`config.mk`:
```
export PLATFORM = sky130hd
export DESIGN_NAME = keyed_wdog
export DESIGN_NICKNAME = d
export VERILOG_FILES = /design/src/rtl/wdog_pkg.sv /design/src/rtl/wdog_regs.sv /design/src/rtl/wdog_key.sv /design/src/rtl/wdog_timer.sv /design/src/rtl/keyed_wdog.sv
export SDC_FILE = /design/constraint.sdc
export NUM_CORES = 1
export LEC_CHECK = 0
export ABC_CLOCK_PERIOD_IN_PS = 4600
export BUFFER_PORTS_ARGS = -buffer_cell sky130_fd_sc_hd__clkbuf_2
export CAP_MARGIN = 20
export CORE_MARGIN = 2
export CORE_UTILIZATION = 65
export CTS_BUF_LIST = sky130_fd_sc_hd__clkbuf_8
export CTS_CLUSTER_SIZE = 24
export DETAILED_ROUTE_END_ITERATION = 16
export PLACE_DENSITY = 0.84
export SLEW_MARGIN = 20
export SYNTH_ARGS = -nofsm -noshare
export SYNTH_HDL_FRONTEND = slang
export SYNTH_SLANG_ARGS = --single-unit
```
`constraint.sdc`:
```
create_clock -name clk_i -period 4.6 [get_ports clk_i]
set_input_delay 0.23 -clock clk_i [delete_from_list [all_inputs] [get_ports clk_i]]
set_output_delay 0.23 -clock clk_i [all_outputs]
set_load 0.005 [all_outputs]
```
`src/rtl/wdog_pkg.sv`:
```
package wdog_pkg;

  localparam logic [7:0] KEY_ARM  = 8'h55;
  localparam logic [7:0] KEY_FIRE = 8'hAA;

  // control register layout, bits [3:0]
  typedef struct packed {
    logic [1:0] sel;  // [3:2] range
    logic       pre;  // [1]   prescaler
    logic       en;   // [0]   enable
  } wdog_ctrl_t;

  typedef enum logic {
    KEY_IDLE  = 1'b0,
    KEY_ARMED = 1'b1
  } key_st_e;

endpackage

```
`src/rtl/wdog_regs.sv`:
```
module wdog_regs
  import wdog_pkg::*;
#(
  parameter int unsigned         ADDR_W    = 4,
  parameter logic [ADDR_W-1:0]   CTRL_ADDR = '0,
  parameter logic [ADDR_W-1:0]   SVC_ADDR  = 1
) (
  input  logic              clk_i,
  input  logic              rst_ni,
  input  logic              wr_en_i,
  input  logic [ADDR_W-1:0] wr_addr_i,
  input  logic [3:0]        ctrl_data_i,
  output wdog_ctrl_t        ctrl_o,
  output logic              svc_wr_o
);

  wdog_ctrl_t ctrl_q;
  logic       ctrl_wr;

  assign ctrl_wr  = wr_en_i && (wr_addr_i == CTRL_ADDR);
  assign svc_wr_o = wr_en_i && (wr_addr_i == SVC_ADDR);

  always_ff @(posedge clk_i or negedge rst_ni) begin
    if (!rst_ni)      ctrl_q <= '0;
    else if (ctrl_wr) ctrl_q <= wdog_ctrl_t'(ctrl_data_i);
  end

  assign ctrl_o = ctrl_q;


  ctrl_hold_chk: assert property (@(posedge clk_i) disable iff (!rst_ni)
    !ctrl_wr |=> $stable(ctrl_q));

endmodule

```
`src/rtl/wdog_key.sv`:
```
module wdog_key
  import wdog_pkg::*;
(
  input  logic       clk_i,
  input  logic       rst_ni,
  input  logic       svc_wr_i,
  input  logic [7:0] data_i,
  output logic       kick_o
);

  key_st_e st_q, st_d;

  always_comb begin
    st_d = st_q;
    if (svc_wr_i) st_d = (data_i == KEY_ARM) ? KEY_ARMED : KEY_IDLE;
  end

  always_ff @(posedge clk_i or negedge rst_ni) begin
    if (!rst_ni) st_q <= KEY_IDLE;
    else         st_q <= st_d;
  end

  // same-edge service strobe
  assign kick_o = svc_wr_i && (data_i == KEY_FIRE) && (st_q == KEY_ARMED);


  arm_stays_chk: assert property (@(posedge clk_i) disable iff (!rst_ni)
    (svc_wr_i && data_i == KEY_ARM) |=> (st_q == KEY_ARMED));


  disarm_chk: assert property (@(posedge clk_i) disable iff (!rst_ni)
    (svc_wr_i && data_i != KEY_ARM) |=> (st_q == KEY_IDLE));


  quiet_hold_chk: assert property (@(posedge clk_i) disable iff (!rst_ni)
    !svc_wr_i |=> $stable(st_q));

endmodule

```
`src/rtl/wdog_timer.sv`:
```
module wdog_timer
  import wdog_pkg::*;
#(
  parameter int unsigned BASE_EXP = 9,
  parameter int unsigned STEP     = 2,
  parameter int unsigned PRE_EXP  = 9,
  parameter int unsigned RST_LEN  = 16
) (
  input  logic       clk_i,
  input  logic       rst_ni,
  input  wdog_ctrl_t ctrl_i,
  input  logic       kick_i,
  output logic       rst_no
);

  localparam int unsigned MAX_EXP = BASE_EXP + 3 * STEP + PRE_EXP;
  localparam int unsigned CNT_W   = MAX_EXP + 1;
  localparam int unsigned PLS_W   = $clog2(RST_LEN + 1);

  logic [CNT_W-1:0] rng_lim [4];
  logic [CNT_W-1:0] lim, lim_m1;
  logic [CNT_W-1:0] cnt_q, cnt_d;
  logic [PLS_W-1:0] pls_q, pls_d;
  logic             rst_n_q;

  for (genvar g = 0; g < 4; g++) begin : g_rng
    assign rng_lim[g] = CNT_W'(1) << (BASE_EXP + STEP * g);
  end

  assign lim    = ctrl_i.pre ? (rng_lim[ctrl_i.sel] << PRE_EXP) : rng_lim[ctrl_i.sel];
  assign lim_m1 = lim - CNT_W'(1);

  always_comb begin
    cnt_d = cnt_q;
    pls_d = pls_q;
    if (pls_q != '0) begin
      // pulse in flight: count parked, kicks ignored
      pls_d = pls_q - PLS_W'(1);
      cnt_d = '0;
    end else if (!ctrl_i.en || kick_i) begin
      cnt_d = '0;
    end else if (cnt_q == lim_m1) begin
      cnt_d = '0;
      pls_d = PLS_W'(RST_LEN);
    end else begin
      cnt_d = cnt_q + CNT_W'(1);
    end
  end

  always_ff @(posedge clk_i or negedge rst_ni) begin
    if (!rst_ni) begin
      cnt_q   <= '0;
      pls_q   <= '0;
      rst_n_q <= 1'b1;
    end else begin
      cnt_q   <= cnt_d;
      pls_q   <= pls_d;
      rst_n_q <= (pls_d == '0);
    end
  end

  assign rst_no = rst_n_q;


  hold_zero_chk: assert property (@(posedge clk_i) disable iff (!rst_ni)
    !ctrl_i.en |=> (cnt_q == '0));


  pulse_park_chk: assert property (@(posedge clk_i) disable iff (!rst_ni)
    !rst_n_q |-> (cnt_q == '0));


  pulse_len_chk: assert property (@(posedge clk_i) disable iff (!rst_ni)
    $fell(rst_n_q) |-> (pls_q == PLS_W'(RST_LEN)));


  kick_clear_chk: assert property (@(posedge clk_i) disable iff (!rst_ni)
    (kick_i && rst_n_q) |=> (cnt_q == '0));


  kick_wins_chk: assert property (@(posedge clk_i) disable iff (!rst_ni)
    (kick_i && rst_n_q) |=> rst_n_q);

  initial begin

    rst_len_chk: assert (RST_LEN >= 1);
  end

endmodule

```
`src/rtl/keyed_wdog.sv`:
```
module keyed_wdog
  import wdog_pkg::*;
#(
  parameter int unsigned       ADDR_W    = 4,
  parameter logic [ADDR_W-1:0] CTRL_ADDR = '0,
  parameter logic [ADDR_W-1:0] SVC_ADDR  = 1,
  parameter int unsigned       BASE_EXP  = 9,
  parameter int unsigned       STEP      = 2,
  parameter int unsigned       PRE_EXP   = 9,
  parameter int unsigned       RST_LEN   = 16
) (
  input  logic              clk_i,
  input  logic              rst_ni,
  input  logic              wr_en_i,
  input  logic [ADDR_W-1:0] wr_addr_i,
  input  logic [7:0]        wr_data_i,
  output logic              wdog_rst_no
);

  wdog_ctrl_t ctrl;
  logic       svc_wr;
  logic       kick;

  wdog_regs #(
    .ADDR_W   (ADDR_W),
    .CTRL_ADDR(CTRL_ADDR),
    .SVC_ADDR (SVC_ADDR)
  ) u_regs (
    .clk_i      (clk_i),
    .rst_ni     (rst_ni),
    .wr_en_i    (wr_en_i),
    .wr_addr_i  (wr_addr_i),
    .ctrl_data_i(wr_data_i[3:0]),
    .ctrl_o     (ctrl),
    .svc_wr_o   (svc_wr)
  );

  wdog_key u_key (
    .clk_i   (clk_i),
    .rst_ni  (rst_ni),
    .svc_wr_i(svc_wr),
    .data_i  (wr_data_i),
    .kick_o  (kick)
  );

  wdog_timer #(
    .BASE_EXP(BASE_EXP),
    .STEP    (STEP),
    .PRE_EXP (PRE_EXP),
    .RST_LEN (RST_LEN)
  ) u_timer (
    .clk_i (clk_i),
    .rst_ni(rst_ni),
    .ctrl_i(ctrl),
    .kick_i(kick),
    .rst_no(wdog_rst_no)
  );


  idle_high_chk: assert property (@(posedge clk_i) disable iff (!rst_ni)
    (!ctrl.en && wdog_rst_no) |=> wdog_rst_no);

endmodule

```
# --- Word-level counts from Yosys, hierarchy flattened ---
# Cells that the tools add are included.
# W data, S select, Z words.
totals:
  register_bits: 36
  input_bits: 15
  out_inout_bits: 1
  word_cells: 36
classes:
  addsub: 3
  order_cmp: 1
  eq_ne: 4
  n_mux: 11
  bitwise: 1
  n_reduce_logical: 9
ops:
  columns: ["cell", "n"]
  rows:
  - ["$mux W25", 6]
  - ["$bmux W25 S2", 1]
  - ["$add A25 B1 Y25 const B", 1]
  - ["$eq A25 B25 Y1", 1]
  - ["$sub A25 B1 Y25 const B", 1]
  - ["$mux W5", 3]
  - ["$eq A8 B7 Y1 const B", 1]
  - ["$eq A8 B8 Y1 const B", 1]
  - ["$logic_not A5 Y1", 1]
  - ["$reduce_bool A5 Y1", 1]
  - ["$sub A5 B1 Y5 const B", 1]
  - ["$eq A4 B1 Y1 const B", 1]
  - ["$logic_and A1 B1 Y1", 4]
  - ["$logic_not A4 Y1", 1]
  - ["$ge A3 B3 Y1 const B", 1]
  - ["$not A2 Y3", 1]
  - ["$logic_not A1 Y1", 1]
  - ["$logic_or A1 B1 Y1", 1]
  - ["$mux W1", 1]

# --- Logic depth before layout (Yosys ltp) ---
depth:
  depth_word: 11
  mapped_depth: 12
  mapped_depth_nobuf: 9

# --- Cells and area by module ---
# From an unflattened synthesis, not the netlist that was laid out.
unflattened:
  cells_unflattened: 205
  area_unflattened_um2: 2004.4
by_module_without_submodules:
  columns: ["module", "instances", "cells_each", "area_per_inst_um2", "seq_area_each_um2"]
  rows:
  - ["wdog_timer", 1, 185, 1722.9, 777.0]
  - ["wdog_regs", 1, 11, 176.4, 100.1]
  - ["wdog_key", 1, 9, 105.1, 25.0]

# --- Worst setup path before layout ---
# No wires, ideal clock.
synth_path:
  path_type: "register to register"
  from: "register u_regs.ctrl_q (netlist bit u_regs.ctrl_o[1])"
  to: "register u_timer.cnt_q[21]"
  setup_ps: 119
  t_arrival_ps: 2284
  required_time_ps: 4481
  path_slack_ps: 2197
  stages_incl_launch_ff: 11
  period_less_slack_ps: 2403
  path_cell_list: "dfrtp_1 -> buf_6 -> or3_1 -> ha_1 -> nor2b_1 -> or3_1 -> a21oi_2 -> o221ai_2 -> o21ai_4 -> buf_6 -> nor2_1"
synth_between:
  elab_chain_len: 6
synth_lines:
  columns: ["item", "line", "source"]
  rows:
  - ["start, declared", "wdog_regs.sv:17", "wdog_ctrl_t ctrl_q;"]
  - ["start signal, assigned", "wdog_regs.sv:25", "else if (ctrl_wr) ctrl_q <= wdog_ctrl_t'(ctrl_data_i);"]
  - ["$mux W25", "wdog_timer.sv:30", "assign lim = ctrl_i.pre ? (rng_lim[ctrl_i.sel] << PRE_EXP) : rng_lim[ctrl_i.sel];"]
  - ["$sub A25 B1 Y25", "wdog_timer.sv:31", "assign lim_m1 = lim - CNT_W'(1);"]
  - ["$eq A25 B25 Y1", "wdog_timer.sv:42", "end else if (cnt_q == lim_m1) begin"]
  - ["$mux W25", "wdog_timer.sv:42", null]
  - ["$mux W25", "wdog_timer.sv:40", "end else if (!ctrl_i.en || kick_i) begin"]
  - ["$mux W25", "wdog_timer.sv:36", "if (pls_q != '0) begin"]
  - ["named net u_timer.cnt_d[21]", "wdog_timer.sv:22", "logic [CNT_W-1:0] cnt_q, cnt_d;"]
  - ["end signal, assigned", "wdog_timer.sv:56", "cnt_q <= cnt_d;"]
  - ["end, declared", "wdog_timer.sv:22", null]
# The timed path passes the listed nets, and every way through them passes these cells.
# A chain may end at the register's enable or synchronous reset.

# --- Final worst setup path ---
layout_path:
  from: "register u_regs.ctrl_q (netlist bit u_regs.ctrl_o[1])"
  to: "register u_timer.cnt_q[20]"
# The elaborated chain is that of the path after synthesis.

==> impl_metrics.py <==
metrics = {
    "global_route": {
        "antenna_found_initial": 0,
        "overflow": 0,
        "grt_max_degree": 37,
        "grt_first_pass_wirelength_um": 6548,
        "grt.total_usage": 0.2324,
        "grt_pass1_vias": 1537,
    },
    "final_layout": {
        "fillCellCount": 260,
        "final_common_cell": "nor2_1",
        "diodes": 0,
        "drive_above_1_share": 0.1275,
        "syn2layout_area_growth_pct": 6.997,
        "final_cell_mix": "36 x nor2_1, 35 x dfrtp_1, 26 x nand2_1",
        "finish.net_count": 268,
        "fin_area_um2": 2296,
        "utilization": 0.7399,
    },
    "sta": {
        "setup_viol": 0,
        "final.setup.tns_ps": 0,
        "fin_skew_ps": 2.016,
        "tightest_slew_ps": 874.5,
        "slew_viol_final": 0,
        "hold_viol_final": 0,
        "slew_headroom": 0.4170,
        "rsz0062_at_grt": "false",
        "layout_setup_ws_ps": 1497,
        "fin_crit_sh": 0.6746,
        "min_period_ps": 3103,
        "max_freq_ghz": 0.3223,
    },
    "job": {
        "maxCapViolCount": 0,
    },
    "yosys": {
        "synth_simple_gate_area_frac": 0.2857,
        "synth.net_count": 255,
        "synth_xor_area_frac": 0.09388,
        "synthDistinctLibCells": 47,
        "ys_seq_area_frac": 0.4204,
        "yosys.area.top_type": "dfrtp_1",
        "synthCells": 237,
        "synth_edf_count": 0,
        "avgSynthCellArea_um2": 9.054,
        "syn-cell-area_um2": 2146,
        "netlist_top_cells_area": "dfrtp_1 41%, nor2_1 6.3%, xor2_1 5.3%",
        "synth_compound_area_frac": 0.1079,
        "ys_seq_elements": 36,
        "synth_ff_type": "dfrtp_1",
        "async_flop_share": 1.000,
        "synth_top_area_share": 0.4082,
        "synthMuxAreaShare": 0.03557,
        "synth-adder-area-share": 0.01749,
        "synth_top_family_by_area": "simple AND/OR/NAND/NOR gates",
        "yosysWarnings": 0,
    },
    "setup_path": {
        "reg2reg_slack_ps": 1500,
        "endpoint_kind": "flip-flop",
        "cp.arrival_ps": 3240,
        "crit_required_ps": 4730,
        "r2r_cells": 8,
        "r2r-end": "u_timer.cnt_q[20]",
        "r2r_start": "u_regs.ctrl_o[1]",
        "critPathLaunchType": "flip-flop",
        "crit_type": "flip-flop to flip-flop",
        "worstPathMaxFanout": 25,
    },
    "place": {
        "place.gp.congestion": 0.7994,
        "dpl_cell_area_um2": 2215,
        "place_hpwl_um": 2782,
        "port_buffers": 15,
        "pre_cts_slack_ps": 1524,
    },
    "cts": {
        "cts_made_buffers": 5,
        "clock_path_buffers": 2,
        "cts_setup_buffers": 0,
        "clock_latency_ps": 280,
        "cts_tree": "built",
        "cts_hold_buf": 0,
        "htree_levels": 2,
        "clockRootBuffer": "clkbuf_8",
        "cts_resized": 0,
        "cts.sinks": 36,
        "clkTransAtPathRegs_ps": 70,
    },
    "routing": {
        "drc": 0,
        "routed_wl_um": 3972,
        "ant_nets": 0,
        "dr.pass1.iters": 5,
        "wl_per_cell_um": 13.46,
        "drtIter0Drc": 67,
        "vias_per_cell": 5.776,
        "vias": 1704,
    },
    "min_path": {
        "hp-class": "input pin to async pin",
    },
    "floorplanning": {
        "ios": 16,
        "initial_core_util": 0.6915,
        "core_area_um2": 3103,
        "row_count": 20,
        "fp.dieArea_um2": 3777,
        "dieWidth_um": 61.46,
        "die_h_um": 61.46,
    },
    "power": {
        "p_total_mw": 0.7081,
        "peakVddDrop_mv": 0.2249,
        "p_per_area_nw_per_um2": 308.4,
        "leakagePower_nw": 0.9912,
    },
    "run_status": {
        "status": "completed",
    },
}
power by group:
part           switching [mW]  internal, mW  leakage, nW
Clock                   0.104         0.102       0.0505
Combinational          0.0795        0.0620        0.450
Sequential             0.0308         0.330        0.491
Total                   0.214         0.494        0.991
critical path: stages, from the launching register on:
cell      delay, ps
dfrtp_1         570
or3_1           480
ha_1            370
nor2b_1         200
or3_1           340
a21oi_2         160
o221ai_2        150
o21ai_4         540
nor2_1          140
metrics by stage:
step | hold WS [ps] | instances
CTS | 92.25 | 295
finish | 56.28 | 295
floorplan | -65.59 | 237
global route | 149.5 | 295
detailed placement | 387.3 | 287
global placement | 376.3 | 287
routing by layer:
| metal | part of all wire | global-route usage |
|---|---|---|
| met2 | 0.50 | 0.3906 |
| met1 | 0.46 | 0.3061 |
| met4 | 0.0096 | 0.07295 |
| met3 | 0.032 | 0.04412 |
| met5 | 0 | 0 |
logic make-up after synthesis:
logic type / Yosys count
buf+inv: 15
simple gates: 121
mux: 7
xor+xnor: 23
fa+ha+maj: 3
compound gates: 32
flops: 36
how the worst max path moves through the flow:
stage / startpoint / end / slack, ps / cells past startpoint
5_1_grt: u_regs.ctrl_o[1] / u_timer.cnt_q[20] / 1280 / 8
4_1_cts: u_regs.ctrl_o[1] / u_timer.cnt_q[20] / 1520 / 8
3_5_place_dp: u_regs.ctrl_o[1] / u_timer.cnt_q[20] / 1520 / 8
3_3_place_gp: u_regs.ctrl_o[1] / u_timer.cnt_q[22] / 1600 / 8
6_report: u_regs.ctrl_o[1] / u_timer.cnt_q[20] / 1500 / 8
2_1_floorplan: u_regs.ctrl_o[1] / u_timer.cnt_q[21] / 2200 / 10
layout make-up:
cell class,count,area (µm²),area share
clock buffer,5,68.82,0.02997
clock inverter,3,12.51,0.005450
inverter,6,22.52,0.009809
multi-input combinational,186,1160,0.5052
sequential,36,902.1,0.3929
tap,44,55.05,0.02398
timing repair buffer,15,75.07,0.03270
sequential cells by signal (all words and copies together) (netlist names):
register	flops
u_timer.rst_no	1
u_regs.ctrl_o	4
u_timer.pls_q	5
u_timer.cnt_q	25
u_key.st_q	1
synthesized netlist by cell type, drive strengths merged, types with 3 or more instances:
| library cell | n |
|---|---|
| inv | 6 |
| and3 | 6 |
| nand2 | 26 |
| nand3b | 3 |
| mux2 | 5 |
| a21oi | 6 |
| o21ai | 10 |
| or3 | 3 |
| nand4 | 4 |
| nor4bb | 3 |
| nand2b | 4 |
| ha | 3 |
| buf | 7 |
| dfrtp | 35 |
| nor2b | 3 |
| nand3 | 11 |
| nor3 | 10 |
| nor2 | 36 |
| xnor2 | 10 |
| xor2 | 13 |
| and2 | 3 |
Note: power is estimated with default switching activity, not from simulation.
